--- src/rtl/accalu_pkg.sv ---
package accalu_pkg;

  typedef enum logic [4:0] {
    OP_ADD  = 5'd0,
    OP_ADDC = 5'd1,
    OP_SUBB = 5'd2,
    OP_OR   = 5'd3,
    OP_AND  = 5'd4,
    OP_XOR  = 5'd5,
    OP_INC  = 5'd6,
    OP_DEC  = 5'd7,
    OP_RR   = 5'd8,
    OP_RRC  = 5'd9,
    OP_RL   = 5'd10,
    OP_RLC  = 5'd11,
    OP_SWAP = 5'd12,
    OP_CLR  = 5'd13,
    OP_CPL  = 5'd14,
    OP_DA   = 5'd15,
    OP_MUL  = 5'd16,
    OP_DIV  = 5'd17
  } aluOp_e;

  // Strobes from the sequencer to the datapath
  typedef struct packed {
    logic load;      // capture operands for the iterative unit
    logic wrSimple;  // write a single-cycle result
    logic step;      // one multiply/divide iteration
    logic finish;    // write the multiply/divide result
    logic isDiv;     // iterative unit divides (else multiplies)
  } aluStrobe_t;

endpackage

--- src/rtl/accalu_ctrl.sv ---
module accalu_ctrl
  import accalu_pkg::*;
#(
  parameter int W = 8
) (
  input  logic       clk,
  input  logic       rstN,
  input  logic       start,
  input  aluOp_e     op,
  output logic       busy,
  output logic       done,
  output aluStrobe_t strb
);
  localparam int CW = $clog2(W + 1);

  typedef enum logic [1:0] {S_IDLE, S_ITER, S_FIN} state_e;

  state_e          state;
  logic [CW-1:0]   stepCnt;
  logic            divQ;
  logic            doneQ;
  logic            accept;
  logic            isIter;

  assign isIter = (op == OP_MUL) || (op == OP_DIV);
  assign accept = start && (state == S_IDLE);

  always_comb begin
    strb.load     = accept;
    strb.wrSimple = accept && !isIter;
    strb.step     = (state == S_ITER);
    strb.finish   = (state == S_FIN);
    strb.isDiv    = divQ;
  end

  always_ff @(posedge clk or negedge rstN) begin
    if (!rstN) begin
      state   <= S_IDLE;
      stepCnt <= '0;
      divQ    <= 1'b0;
      doneQ   <= 1'b0;
    end else begin
      doneQ <= (accept && !isIter) || (state == S_FIN);
      case (state)
        S_IDLE: if (accept && isIter) begin
          state   <= S_ITER;
          stepCnt <= '0;
          divQ    <= (op == OP_DIV);
        end
        S_ITER: begin
          stepCnt <= stepCnt + CW'(1);
          if (stepCnt == CW'(W - 1)) state <= S_FIN;
        end
        default: state <= S_IDLE;
      endcase
    end
  end

  assign busy = (state != S_IDLE);
  assign done = doneQ;
endmodule

--- src/rtl/accalu_dp.sv ---
module accalu_dp
  import accalu_pkg::*;
#(
  parameter int W = 8
) (
  input  logic         clk,
  input  logic         rstN,
  input  aluStrobe_t   strb,
  input  aluOp_e       op,
  input  logic [W-1:0] accIn,
  input  logic [W-1:0] bIn,
  input  logic [W-1:0] srcIn,
  input  logic         cyIn,
  input  logic         acIn,
  input  logic         ovIn,
  output logic [W-1:0] resA,
  output logic [W-1:0] resB,
  output logic         cyOut,
  output logic         acOut,
  output logic         ovOut,
  output logic         parOut
);
  localparam int H = W / 2;

  // single-cycle result
  logic [W-1:0] sA;
  logic         sCy, sAc, sOv;
  logic [W:0]   wide, daOne, daTwo;
  logic [H:0]   nib;
  logic         cin;

  always_comb begin
    sA    = accIn;
    sCy   = cyIn;
    sAc   = acIn;
    sOv   = ovIn;
    wide  = '0;
    nib   = '0;
    daOne = '0;
    daTwo = '0;
    cin   = (op == OP_ADDC) ? cyIn : 1'b0;
    case (op)
      OP_ADD, OP_ADDC: begin
        wide = {1'b0, accIn} + {1'b0, srcIn} + (W+1)'(cin);
        nib  = {1'b0, accIn[H-1:0]} + {1'b0, srcIn[H-1:0]} + (H+1)'(cin);
        sA   = wide[W-1:0];
        sCy  = wide[W];
        sAc  = nib[H];
        sOv  = (accIn[W-1] == srcIn[W-1]) && (wide[W-1] != accIn[W-1]);
      end
      OP_SUBB: begin
        wide = {1'b0, accIn} - {1'b0, srcIn} - (W+1)'(cyIn);
        nib  = {1'b0, accIn[H-1:0]} - {1'b0, srcIn[H-1:0]} - (H+1)'(cyIn);
        sA   = wide[W-1:0];
        sCy  = wide[W];
        sAc  = nib[H];
        sOv  = (accIn[W-1] != srcIn[W-1]) && (wide[W-1] != accIn[W-1]);
      end
      OP_OR:   sA = accIn | srcIn;
      OP_AND:  sA = accIn & srcIn;
      OP_XOR:  sA = accIn ^ srcIn;
      OP_INC:  sA = accIn + W'(1);
      OP_DEC:  sA = accIn - W'(1);
      OP_RR:   sA = {accIn[0], accIn[W-1:1]};
      OP_RRC: begin
        sA  = {cyIn, accIn[W-1:1]};
        sCy = accIn[0];
      end
      OP_RL:   sA = {accIn[W-2:0], accIn[W-1]};
      OP_RLC: begin
        sA  = {accIn[W-2:0], cyIn};
        sCy = accIn[W-1];
      end
      OP_SWAP: sA = {accIn[H-1:0], accIn[W-1:H]};
      OP_CLR:  sA = '0;
      OP_CPL:  sA = ~accIn;
      OP_DA: begin
        daOne = ((accIn[H-1:0] > H'(9)) || acIn) ? ({1'b0, accIn} + (W+1)'(6))
                                                 : {1'b0, accIn};
        daTwo = ((daOne[W-1:H] > H'(9)) || cyIn || daOne[W])
                  ? ({1'b0, daOne[W-1:0]} + ((W+1)'(6) << H))
                  : {1'b0, daOne[W-1:0]};
        sA  = daTwo[W-1:0];
        sCy = cyIn | daOne[W] | daTwo[W];
      end
      default: ;
    endcase
  end

  // iterative multiply / divide
  logic [W-1:0] hiR, loR, opnd;
  logic         acQ;
  logic [W:0]   mSum, dTmp, dDiff;
  logic         dGe;

  always_comb begin
    mSum  = {1'b0, hiR} + (loR[0] ? {1'b0, opnd} : '0);
    dTmp  = {hiR, loR[W-1]};
    dGe   = (dTmp >= {1'b0, opnd});
    dDiff = dTmp - {1'b0, opnd};
  end

  always_ff @(posedge clk or negedge rstN) begin
    if (!rstN) begin
      hiR  <= '0;
      loR  <= '0;
      opnd <= '0;
      acQ  <= 1'b0;
    end else if (strb.load) begin
      hiR  <= '0;
      loR  <= accIn;
      opnd <= bIn;
      acQ  <= acIn;
    end else if (strb.step) begin
      if (strb.isDiv) begin
        hiR <= dGe ? dDiff[W-1:0] : dTmp[W-1:0];
        loR <= {loR[W-2:0], dGe};
      end else begin
        hiR <= mSum[W:1];
        loR <= {mSum[0], loR[W-1:1]};
      end
    end
  end

  // result registers
  always_ff @(posedge clk or negedge rstN) begin
    if (!rstN) begin
      resA  <= '0;
      resB  <= '0;
      cyOut <= 1'b0;
      acOut <= 1'b0;
      ovOut <= 1'b0;
    end else if (strb.wrSimple) begin
      resA  <= sA;
      resB  <= bIn;
      cyOut <= sCy;
      acOut <= sAc;
      ovOut <= sOv;
    end else if (strb.finish) begin
      resA  <= loR;
      resB  <= hiR;
      cyOut <= 1'b0;
      acOut <= acQ;
      ovOut <= strb.isDiv ? (opnd == '0) : (|hiR);
    end
  end

  assign parOut = ^resA;
endmodule

--- src/rtl/accalu_top.sv ---
module accalu_top
  import accalu_pkg::*;
#(
  parameter int W = 8
) (
  input  logic         clk,
  input  logic         rstN,
  input  logic         start,
  input  logic [4:0]   op,
  input  logic [W-1:0] accIn,
  input  logic [W-1:0] bIn,
  input  logic [W-1:0] srcIn,
  input  logic         cyIn,
  input  logic         acIn,
  input  logic         ovIn,
  output logic         busy,
  output logic         done,
  output logic [W-1:0] resA,
  output logic [W-1:0] resB,
  output logic         cyOut,
  output logic         acOut,
  output logic         ovOut,
  output logic         parOut
);
  aluStrobe_t strb;
  aluOp_e     opSel;

  assign opSel = aluOp_e'(op);

  accalu_ctrl #(.W(W)) uCtrl (
    .clk(clk), .rstN(rstN), .start(start), .op(opSel),
    .busy(busy), .done(done), .strb(strb)
  );

  accalu_dp #(.W(W)) uDp (
    .clk(clk), .rstN(rstN), .strb(strb), .op(opSel),
    .accIn(accIn), .bIn(bIn), .srcIn(srcIn),
    .cyIn(cyIn), .acIn(acIn), .ovIn(ovIn),
    .resA(resA), .resB(resB), .cyOut(cyOut), .acOut(acOut),
    .ovOut(ovOut), .parOut(parOut)
  );
endmodule

--- config.mk ---
export PLATFORM = sky130hd
export DESIGN_NAME = accalu_top
export DESIGN_NICKNAME = d
export VERILOG_FILES = /design/src/rtl/accalu_pkg.sv /design/src/rtl/accalu_ctrl.sv /design/src/rtl/accalu_dp.sv /design/src/rtl/accalu_top.sv
export SDC_FILE = /design/constraint.sdc
export NUM_CORES = 1
export LEC_CHECK = 0
export ABC_AREA = 0
export BUFFER_PORTS_ARGS = -buffer_cell sky130_fd_sc_hd__buf_2
export CAP_MARGIN = 10
export CELL_PAD_IN_SITES_DETAIL_PLACEMENT = 0
export CELL_PAD_IN_SITES_GLOBAL_PLACEMENT = 1
export CORE_ASPECT_RATIO = 1.4
export CORE_UTILIZATION = 41
export CTS_CLUSTER_SIZE = 20
export DETAILED_ROUTE_END_ITERATION = 16
export HOLD_SLACK_MARGIN = 0.1
export PLACE_DENSITY_LB_ADDON = 0.1
export SYNTH_ARGS = -nofsm -noshare
export SYNTH_HDL_FRONTEND = slang
export SYNTH_SLANG_ARGS = --single-unit
--- constraint.sdc ---
create_clock -name clk -period 2.5 [get_ports clk]
set_input_delay 0.5 -clock clk [delete_from_list [all_inputs] [get_ports clk]]
set_output_delay 0.5 -clock clk [all_outputs]
set_load 0.02 [all_outputs]
==> results of run 1 <==
[worst max-delay path: stages]
cell	delay, ps
buf_8	90
or3_4	400
nor2_4	140
nand3_2	80
fa_2	390
fa_2	400
nor2b_1	140
a2111oi_1	280
nor3_1	80
nand3_1	120
o21ai_1	70
a211oi_1	180
o21bai_1	130
[cell type report]
type	count	area, µm²	share of cell area [%]
Multi-Input combinational cell	588	4390	57.5
Timing Repair Buffer	191	1360	17.8
Sequential cell	52	1300	17.0
Tap cell	185	231	3.03
Inverter	51	191	2.50
Clock buffer	6	129	1.69
Clock inverter	2	35.0	0.458
[Yosys cell counts (all sizes together), types with 18 or more instances]
cell type	instances
dfrtp	52
xnor2	27
nor3	25
clkbuf	18
mux2i	26
inv	49
o21ai	65
buf	21
a21oi	45
nor2	49
nand2	76
ha	55
[cells by family after synthesis]
| group | Yosys count | share of synthesized area (%) |
|---|---|---|
| and+or+nand+nor | 227 | 19.9 |
| buffers and inverters | 90 | 6.40 |
| AOI/OAI and AO/OA | 233 | 26.6 |
| adders and majority gates | 62 | 14.2 |
| DFF | 52 | 22.3 |
| xor gates and xnor gates | 36 | 5.40 |
| muxes | 30 | 5.22 |
[power breakdown]
part	switching (W)	internal, W	total (W)	leakage (nW)
Sequential	0.000406	0.00123	0.00163	0.641
Clock	0.000322	0.000472	0.000794	0.0808
Combinational	0.00250	0.00185	0.00435	2.80
Total	0.00322	0.00355	0.00678	3.52
[registers in the layout, indices dropped and copies added, names as in the netlist]
name,count
uDp.ovOut,1
uCtrl.state,2
uCtrl.done,1
uDp.loR,8
uDp.acOut,1
uDp.resB,8
uDp.cyOut,1
uCtrl.stepCnt,4
uDp.acQ,1
uDp.hiR,8
uDp.opnd,8
uCtrl.divQ,1
uDp.resA,8
[path summary, 6_finish.rpt]
| check | startpoint | cells past startpoint | end | slack, ps |
|---|---|---|---|---|
| worst max-delay path | op[2] | 13 | uDp.resA[1] | -270 |
| worst min-delay path | rstN | 1 | uDp.opnd[3] | 210 |
| worst max register to register | uDp.loR[0] | 10 | uDp.hiR[7] | -20 |
| worst min register to register | uDp.acQ | 2 | uDp.acQ | 500 |
| max in group asynchronous | rstN | 2 | uDp.resA[3] | 1710 |
| min in group clk | bIn[0] | 3 | uDp.opnd[0] | 420 |
[repair_timing]
action | 4_1_cts | 5_1_grt
setup endpoints to repair | 12 | 13
pin swaps | 14 | 10
resized for setup | 21 | 29
hold buffers | 0 | 0
setup buffers | 2 | 4
[metrics by stage]
step / hold WS (ps) / total power (W) / utilization (%) / setup TNS, ps / worst slack [ps]
floorplan: 204 / 0.00438 / - / -2900 / -593
global placement: 460 / 0.00575 / 51.9 / -4580 / -594
detailed placement: 471 / 0.00584 / 51.9 / -5010 / -656
CTS: 225 / 0.00670 / 53.8 / -1240 / -281
global route: 243 / 0.00727 / 54.9 / -2750 / -413
finish: 206 / 0.00678 / 54.9 / -1700 / -266
[routing by layer]
layer  track usage [%]  wire (µm)  part of all wire [%]
met5                 0          0                     0
met4              19.1       1310                   5.9
met3              2.35        540                   2.4
met2              58.4      12000                    54
met1              32.8       8470                    38
==> summary.txt, run 1 <==
Cell Count, Final, Fillers Out = 1,075
Yosys warning count = 0
placed cell areas = 7210 µm²
Final Max Slew Viols = 0
initial antenna violation count = 0
WL/cell = 20.8 µm
total track usage = 31.1%
final hold viol count = 0
DRT Pass-1 Iters = 5
clk root buf = clkbuf_16
Syn Nets = 827
Port Buf Inserts = 56
largest net degree at the start of global routing = 30
worst skew pair latency = 290 ps
dpl cells = 1,061
Cells after Synth = 730
Clock Skew = 5.44 ps
Routed WL = 22,400 µm
Placer Congestion = 0.944
Die ar. = 14,700 µm²
CP required = 2720 ps
pwr dens = 887 nW/µm²
commonest non-fill, non-tap cell in the layout = buf_4
post-synthesis sequential area ratio = 22.3%
most frequent cells in the layout = buf_4 (126), nand2_1 (73), o21ai_0 (59), buf_2 (55), ha_1 (54)
largest fanout on the critical path = 2
worst-case headroom to the max-slew limit = 49.7%
antenna cell count = 0
Data arrival, critical path = 2990 ps
Vias = 6,212
Setup WS post-layout = -266 ps
Pleak = 3.52 nW
Starting Density = 42.0%
remaining antenna violation count = 0
CTS buffer count = 5
maximum vdd drop = 474 µV
global-route wire length before repair = 34,100 µm
outcome = complete, but fails checks
Yosys reg bits = 52
Synth area leaders = dfrtp_1 (22%), ha_1 (12%), o21ai_0 (5.1%)
Worst-path clk slew = 70 ps
crit path capture type = flop
fraction of registers with async set/reset = 100%
HPWL after DPL = 18,100 µm
Fmax = 361 MHz
Vias/cell = 5.78
leading register cell type out of synthesis = dfrtp_1
Die Span Y = 143 µm
number of placement rows = 51
Top Ports = 57
number of synthesized flops with an enable pin = 0
RSZ-0062 raised after global routing = yes
fillers = 1,403
# DRC = 0
Bufs on Longest Clock Path = 2
Hold Crit Class = in -> async
final worst path period need = 2770 ps
failing checks = negative setup slack
leading area contributor after synthesis = dfrtp_1
CTS tree = built
layout cells sized above 1 = 29.6%
Synth top area share = 22.3%
GRT overflow = 0
critical path class = in -> reg
startpoint type of the worst setup path = input port
number of max-cap violations = 0
htree depth = 2
violation count after the first detailed-route iteration = 345
final instance area = 7640 µm²
Layout area overhead = 30.8%
die extent in x = 103 µm
Setup violations, final = 12
Final #Nets = 986
CTS sink cnt = 52
vias in the first global route = 6,326
CORE AREA = 13,900 µm²
post-synthesis cell area = 5840 µm²
count of cell types in the netlist = 82
Worst Tran Pin Value = 751 ps
Mean Syn Cell Area = 8.00 µm²
Final Cycle Share = 111%
Note: power is estimated with default switching activity, not from simulation.
==> run 2: changes to the inputs <==
--- a/config.mk
+++ b/config.mk
@@ -7,7 +7,7 @@
 export LEC_CHECK = 0
 export ABC_AREA = 0
 export BUFFER_PORTS_ARGS = -buffer_cell sky130_fd_sc_hd__buf_2
-export CAP_MARGIN = 10
+export CAP_MARGIN = 20
 export CELL_PAD_IN_SITES_DETAIL_PLACEMENT = 0
 export CELL_PAD_IN_SITES_GLOBAL_PLACEMENT = 1
 export CORE_ASPECT_RATIO = 1.4
@@ -18,4 +18,5 @@
 export PLACE_DENSITY_LB_ADDON = 0.1
 export SYNTH_ARGS = -nofsm -noshare
 export SYNTH_HDL_FRONTEND = slang
+export SYNTH_HIERARCHICAL = 1
 export SYNTH_SLANG_ARGS = --single-unit
==> summary.txt, run 2 <==
outcome = complete, but fails checks
failing checks = negative setup slack
WL/cell = 19.2 µm
hold buffers post-CTS = 0
Pleak = 3.35 nW
Hold WS = 155 ps
Layout Utilization = 54.5%
Total Power = 0.00658 W
CORE AREA = 13,500 µm²
violation count after the first detailed-route iteration = 280
commonest non-fill, non-tap cell in the layout = buf_4
critical path class = in -> reg
count of cell types in the netlist = 76
dpl cells = 1,027
CTS buffer count = 5
Starting Density = 42.4%
R2R Path End = uDp/hiR[5]
die extent in x = 102 µm
critical path's slowest cell = fa_2
Critical Path Source = srcIn[0]
RR Startpoint = uDp/loR[0]
delay-heaviest family, CP = compound AO/OA/AOI/OAI gates
initial antenna violation count = 0
Bufs on Longest Clock Path = 2
worst skew pair latency = 290 ps
CTS tree = built
global-route wire length before repair = 31,500 µm
vias in the first global route = 6,053
RSZ-0062 raised after global routing = yes
fillers = 1,302
pwr dens = 898 nW/µm²
Final #Nets = 952
number of synthesized flops with an enable pin = 0
startpoint type of the worst setup path = input port
Vias = 5,892
number of max-cap violations = 0
fraction of registers with async set/reset = 100%
CP max stage delay = 400 ps
Syn Nets = 807
Total Neg Setup Slack = -28.5 ps
leading area contributor after synthesis = dfrtp_1
most frequent cells in the layout = buf_4 (118), o21ai_0 (74), nand2_1 (67), buf_2 (54), dfrtp_1 (52)
crit path cell chain = buf_8 -> inv_6 -> fa_2 -> fa_2 -> o21a_1 -> o221a_2 -> a21o_1 -> a21oi_2 -> xnor2_1 -> o2111ai_1 -> a32o_1
maximum vdd drop = 414 µV
Final Cycle Share = 101%
Die Span Y = 142 µm
worst path bufs/invs = 2
Cells after Synth = 710
Setup violations, final = 1
Top Ports = 57
Yosys warning count = 6
Setup WS post-layout = -28.5 ps
Pint = 0.00355 W
HPWL after DPL = 16,200 µm
htree depth = 2
antenna cell count = 0
Layout area overhead = 28.4%
Placer Congestion = 0.913
layout cells sized above 1 = 28.6%
clk root buf = clkbuf_16
Hold Crit Class = in -> async
largest net degree at the start of global routing = 43
most frequent cell after synthesis = o21ai_0
worst-case headroom to the max-slew limit = 44.9%
number of placement rows = 50
Net Sw Frac = 46.1%
Synth area leaders = dfrtp_1 (23%), ha_1 (12%), o21ai_0 (6.9%)
Vias/cell = 5.68
Clock Skew = 3.63 ps
final worst path period need = 2530 ps
FF-to-FF path depth = 10
DRT Pass-1 Iters = 5
Routed WL = 20,000 µm
post-synthesis sequential area ratio = 22.8%
CP endpoint = uDp/cyOut
crit path capture type = flop
Clk pwr share = 12.0%
Worst-path clk slew = 70 ps
Final Max Slew Viols = 0
CP most frequent cell = fa_2
Port Buf Inserts = 56
CTS sink cnt = 52
post-synthesis cell area = 5710 µm²
Worst Tran Pin Value = 806 ps
Mean Syn Cell Area = 8.04 µm²
r2r setup slk = 170 ps
largest fanout on the critical path = 2
Fmax = 395 MHz
Yosys reg bits = 52
CP required = 2690 ps
final hold viol count = 0
Die ar. = 14,400 µm²
# DRC = 0
total track usage = 28.9%
Sw Pwr = 0.00303 W
CP Depth = 11
GRT overflow = 0
Comb pwr share = 64.3%
Synth top area share = 22.8%
synth cell count leaders = o21ai_0 (79), nand2_1 (69), ha_1 (55)
Data arrival, critical path = 2720 ps
Seq pwr share = 23.7%
leading register cell type out of synthesis = dfrtp_1
Cell Count, Final, Fillers Out = 1,038
remaining antenna violation count = 0
run 2: changes by cell type in the layout (fill, tap and decap cells not counted), sizes merged, moves of 7 or more:
cell	previous run	this run
a21oi	45	33
buf	191	177
mux2i	26	37
nor2	49	42
nor2b	9	22
o21ai	65	82
o31ai	7	0
run 2: per-layer routing:
metal  routed length [µm]  vias to the layer above  global-route usage, %
li1                     -                     2831                      -
met3                  777                       70                   2.17
met4                 1240                        0                   18.1
met2                10700                      198                   54.9
met5                    0                        -                      0
met1                 7210                     2793                   29.9
run 2: how the worst min path moves through the flow:
| stage | slack [ps] | to | from |
|---|---|---|---|
| after floorplan | 200 | uCtrl/divQ | rstN |
| after global placement | 490 | uCtrl/stepCnt[3] | rstN |
| after detailed placement | 490 | uCtrl/state[0] | rstN |
| after CTS | 170 | uCtrl/stepCnt[3] | rstN |
| after global routing | 190 | uCtrl/stepCnt[3] | rstN |
| final | 160 | uCtrl/state[1] | rstN |
run 2: cell families (layout without fill, tap and decap cells):
family | Yosys count | count (layout) | share of synthesized area, %
simple gates | 226 | 226 | 20.6
compound gates | 207 | 207 | 22.9
buf+inv | 87 | 233 | 6.51
fa+ha+maj | 62 | 62 | 14.5
flops | 52 | 52 | 22.8
mux | 41 | 41 | 7.28
xor+xnor | 35 | 35 | 5.37
run 2: area by class of cell:
class                   instances  area (µm²)  share of cell area [%]
inverters                      48         188                    2.56
multi-input cells             571        4230                    57.7
repair buffers                177        1220                    16.6
flip-flops and latches         52        1300                    17.7
well taps                     182         228                    3.11
clock buffers                   6         129                    1.76
clock inverters                 2        35.0                   0.478
run 2: worst register-to-register path, stage by stage (launching register included):
cell      delay (ps)
dfrtp_1          410
and2_1           160
ha_1             220
fa_2             370
a21o_1           200
a21oi_2          200
o21bai_1         100
a21oi_2          130
xnor2_1          140
o21ai_0          120
nor3_1           200
run 2: power groups by stage:
stage	sequential, W	combinational [W]	clock (W)
CTS	0.00156	0.00419	0.000805
finish	0.00156	0.00423	0.000788
global placement	0.00156	0.00407	0
floorplan	0.00170	0.00261	0
global route	0.00161	0.00466	0.000838
detailed placement	0.00158	0.00412	0
run 2: metrics by stage:
| step | area [µm²] | setup WS (ps) |
|---|---|---|
| detailed placement | 6980 | -574 |
| CTS | 7230 | 10.1 |
| global route | 7330 | -129 |
| finish | 7330 | -28.5 |
| global placement | 6980 | -499 |
| floorplan | 5810 | -155 |
run 2: timing repair:
| item | 4_1_cts | 5_1_grt |
|---|---|---|
| pin swaps | 18 | 16 |
| resized for setup | 19 | 23 |
| setup buffers | 2 | 1 |
| gates cloned | 0 | 0 |
| endpoints found under the hold margin | 0 | 0 |
| endpoints found under the setup margin | 6 | 10 |
==> run 3: changes to the inputs <==
--- a/config.mk
+++ b/config.mk
@@ -16,6 +16,7 @@
 export DETAILED_ROUTE_END_ITERATION = 16
 export HOLD_SLACK_MARGIN = 0.1
 export PLACE_DENSITY_LB_ADDON = 0.1
+export SKIP_CTS_REPAIR_TIMING = 1
 export SYNTH_ARGS = -nofsm -noshare
 export SYNTH_HDL_FRONTEND = slang
 export SYNTH_HIERARCHICAL = 1
==> summary.txt, run 3 (synthesized netlist as in run 2, its figures left out) <==
layout cells sized above 1 = 28.5%
RR Startpoint = uCtrl/state[1]
Hold Crit Class = in -> async
Worst Tran Pin Value = 762 ps
Vias = 5,915
vias in the first global route = 5,960
most frequent cells in the layout = buf_4 (118), o21ai_0 (74), nand2_1 (67), buf_2 (53), dfrtp_1 (52)
FF-to-FF path depth = 8
Placer Congestion = 0.913
RSZ-0062 raised after global routing = yes
GRT overflow = 0
antenna cell count = 0
Layout area overhead = 28.7%
final worst path period need = 2550 ps
outcome = complete, but fails checks
fillers = 1,296
register area = 1300 µm²
Final Cycle Share = 102%
largest fanout on the critical path = 4
htree depth = 2
CTS buffer count = 5
DRT Pass-1 Iters = 5
CP required = 2670 ps
largest net degree at the start of global routing = 43
Vias/cell = 5.70
number of placement rows = 50
startpoint type of the worst setup path = input port
initial antenna violation count = 0
Critical Path Source = op[4]
CTS sink cnt = 52
Worst-path clk slew = 70 ps
# DRC = 0
Bufs on Longest Clock Path = 2
Pleak = 3.35 nW
crit path capture type = flop
worst path bufs/invs = 1
number of max-cap violations = 0
failing checks = negative setup slack
crit path cell chain = buf_2 -> or3b_4 -> nor2_4 -> ha_1 -> a21o_1 -> a21o_1 -> a41o_1 -> a221oi_1 -> a31oi_1
Starting Density = 42.4%
Top Ports = 57
Total Power = 0.00658 W
r2r setup slk = 170 ps
Setup WS post-layout = -47.2 ps
Total Neg Setup Slack = -61.2 ps
R2R Path End = uDp/resA[6]
maximum vdd drop = 411 µV
Final Max Slew Viols = 0
CORE AREA = 13,500 µm²
clk root buf = clkbuf_16
CP max stage delay = 410 ps
total track usage = 28.8%
Die Span Y = 142 µm
Data arrival, critical path = 2710 ps
worst skew pair latency = 290 ps
Final #Nets = 951
final hold viol count = 0
pwr dens = 896 nW/µm²
commonest non-fill, non-tap cell in the layout = buf_4
HPWL after DPL = 16,200 µm
remaining antenna violation count = 0
CP most frequent cell = a21o_1
critical path class = in -> reg
CTS tree = built
critical path's slowest cell = or3b_4
global-route wire length before repair = 31,300 µm
die extent in x = 102 µm
Die ar. = 14,400 µm²
violation count after the first detailed-route iteration = 347
multi-input logic area = 4250 µm²
Setup violations, final = 2
Port Buf Inserts = 56
Hold WS = 154 ps
Fmax = 393 MHz
WL/cell = 19.3 µm
Clock Skew = 3.28 ps
worst-case headroom to the max-slew limit = 47.9%
Routed WL = 20,000 µm
delay-heaviest family, CP = compound AO/OA/AOI/OAI gates
## run 3: where the power goes
part | internal [W] | switching (W) | leakage [nW] | total [W]
combinational | 0.00185 | 0.00239 | 2.63 | 0.00423
sequential | 0.00123 | 0.000330 | 0.640 | 0.00156
clock | 0.000472 | 0.000316 | 0.0808 | 0.000788
## run 3: layout make-up
cell class | count | share of cell area [%]
multi-input combinational | 571 | 57.9
timing repair buffer | 176 | 16.5
sequential | 52 | 17.7
inverter | 48 | 2.55
clock buffer | 6 | 1.75
clock inverter | 2 | 0.477
tap | 182 | 3.10
## run 3: layer usage
metal  GRT usage, %  wire length (µm)  up-vias
met5              0                 0        -
met4           17.7              1300        0
met3           2.17               673       76
met2           54.6             10700      213
met1           30.0              7340     2798
li1               -                 -     2828
## run 3: worst max path at each step
stage / end / slack, ps / cells after the start
4_1_cts: uDp/resA[7] / -260 / 13
3_3_place_gp: uDp/resA[7] / -500 / 13
2_1_floorplan: uDp/cyOut / -150 / 10
3_5_place_dp: uDp/resA[7] / -570 / 13
6_report: uDp/resA[6] / -50 / 9
5_1_grt: uDp/cyOut / -110 / 14
## run 3: per-stage QoR
stage                     instance area, µm²  utilization, %  instances  worst slack, ps
after CTS                               7140            53.1       1035             -260
after global routing                    7350            54.6       1037             -114
after detailed placement                6980            51.9       1027             -574
final                                   7350            54.6       1037            -47.2
after global placement                  6980            51.9       1027             -499
after floorplan                         5810               -        710             -155
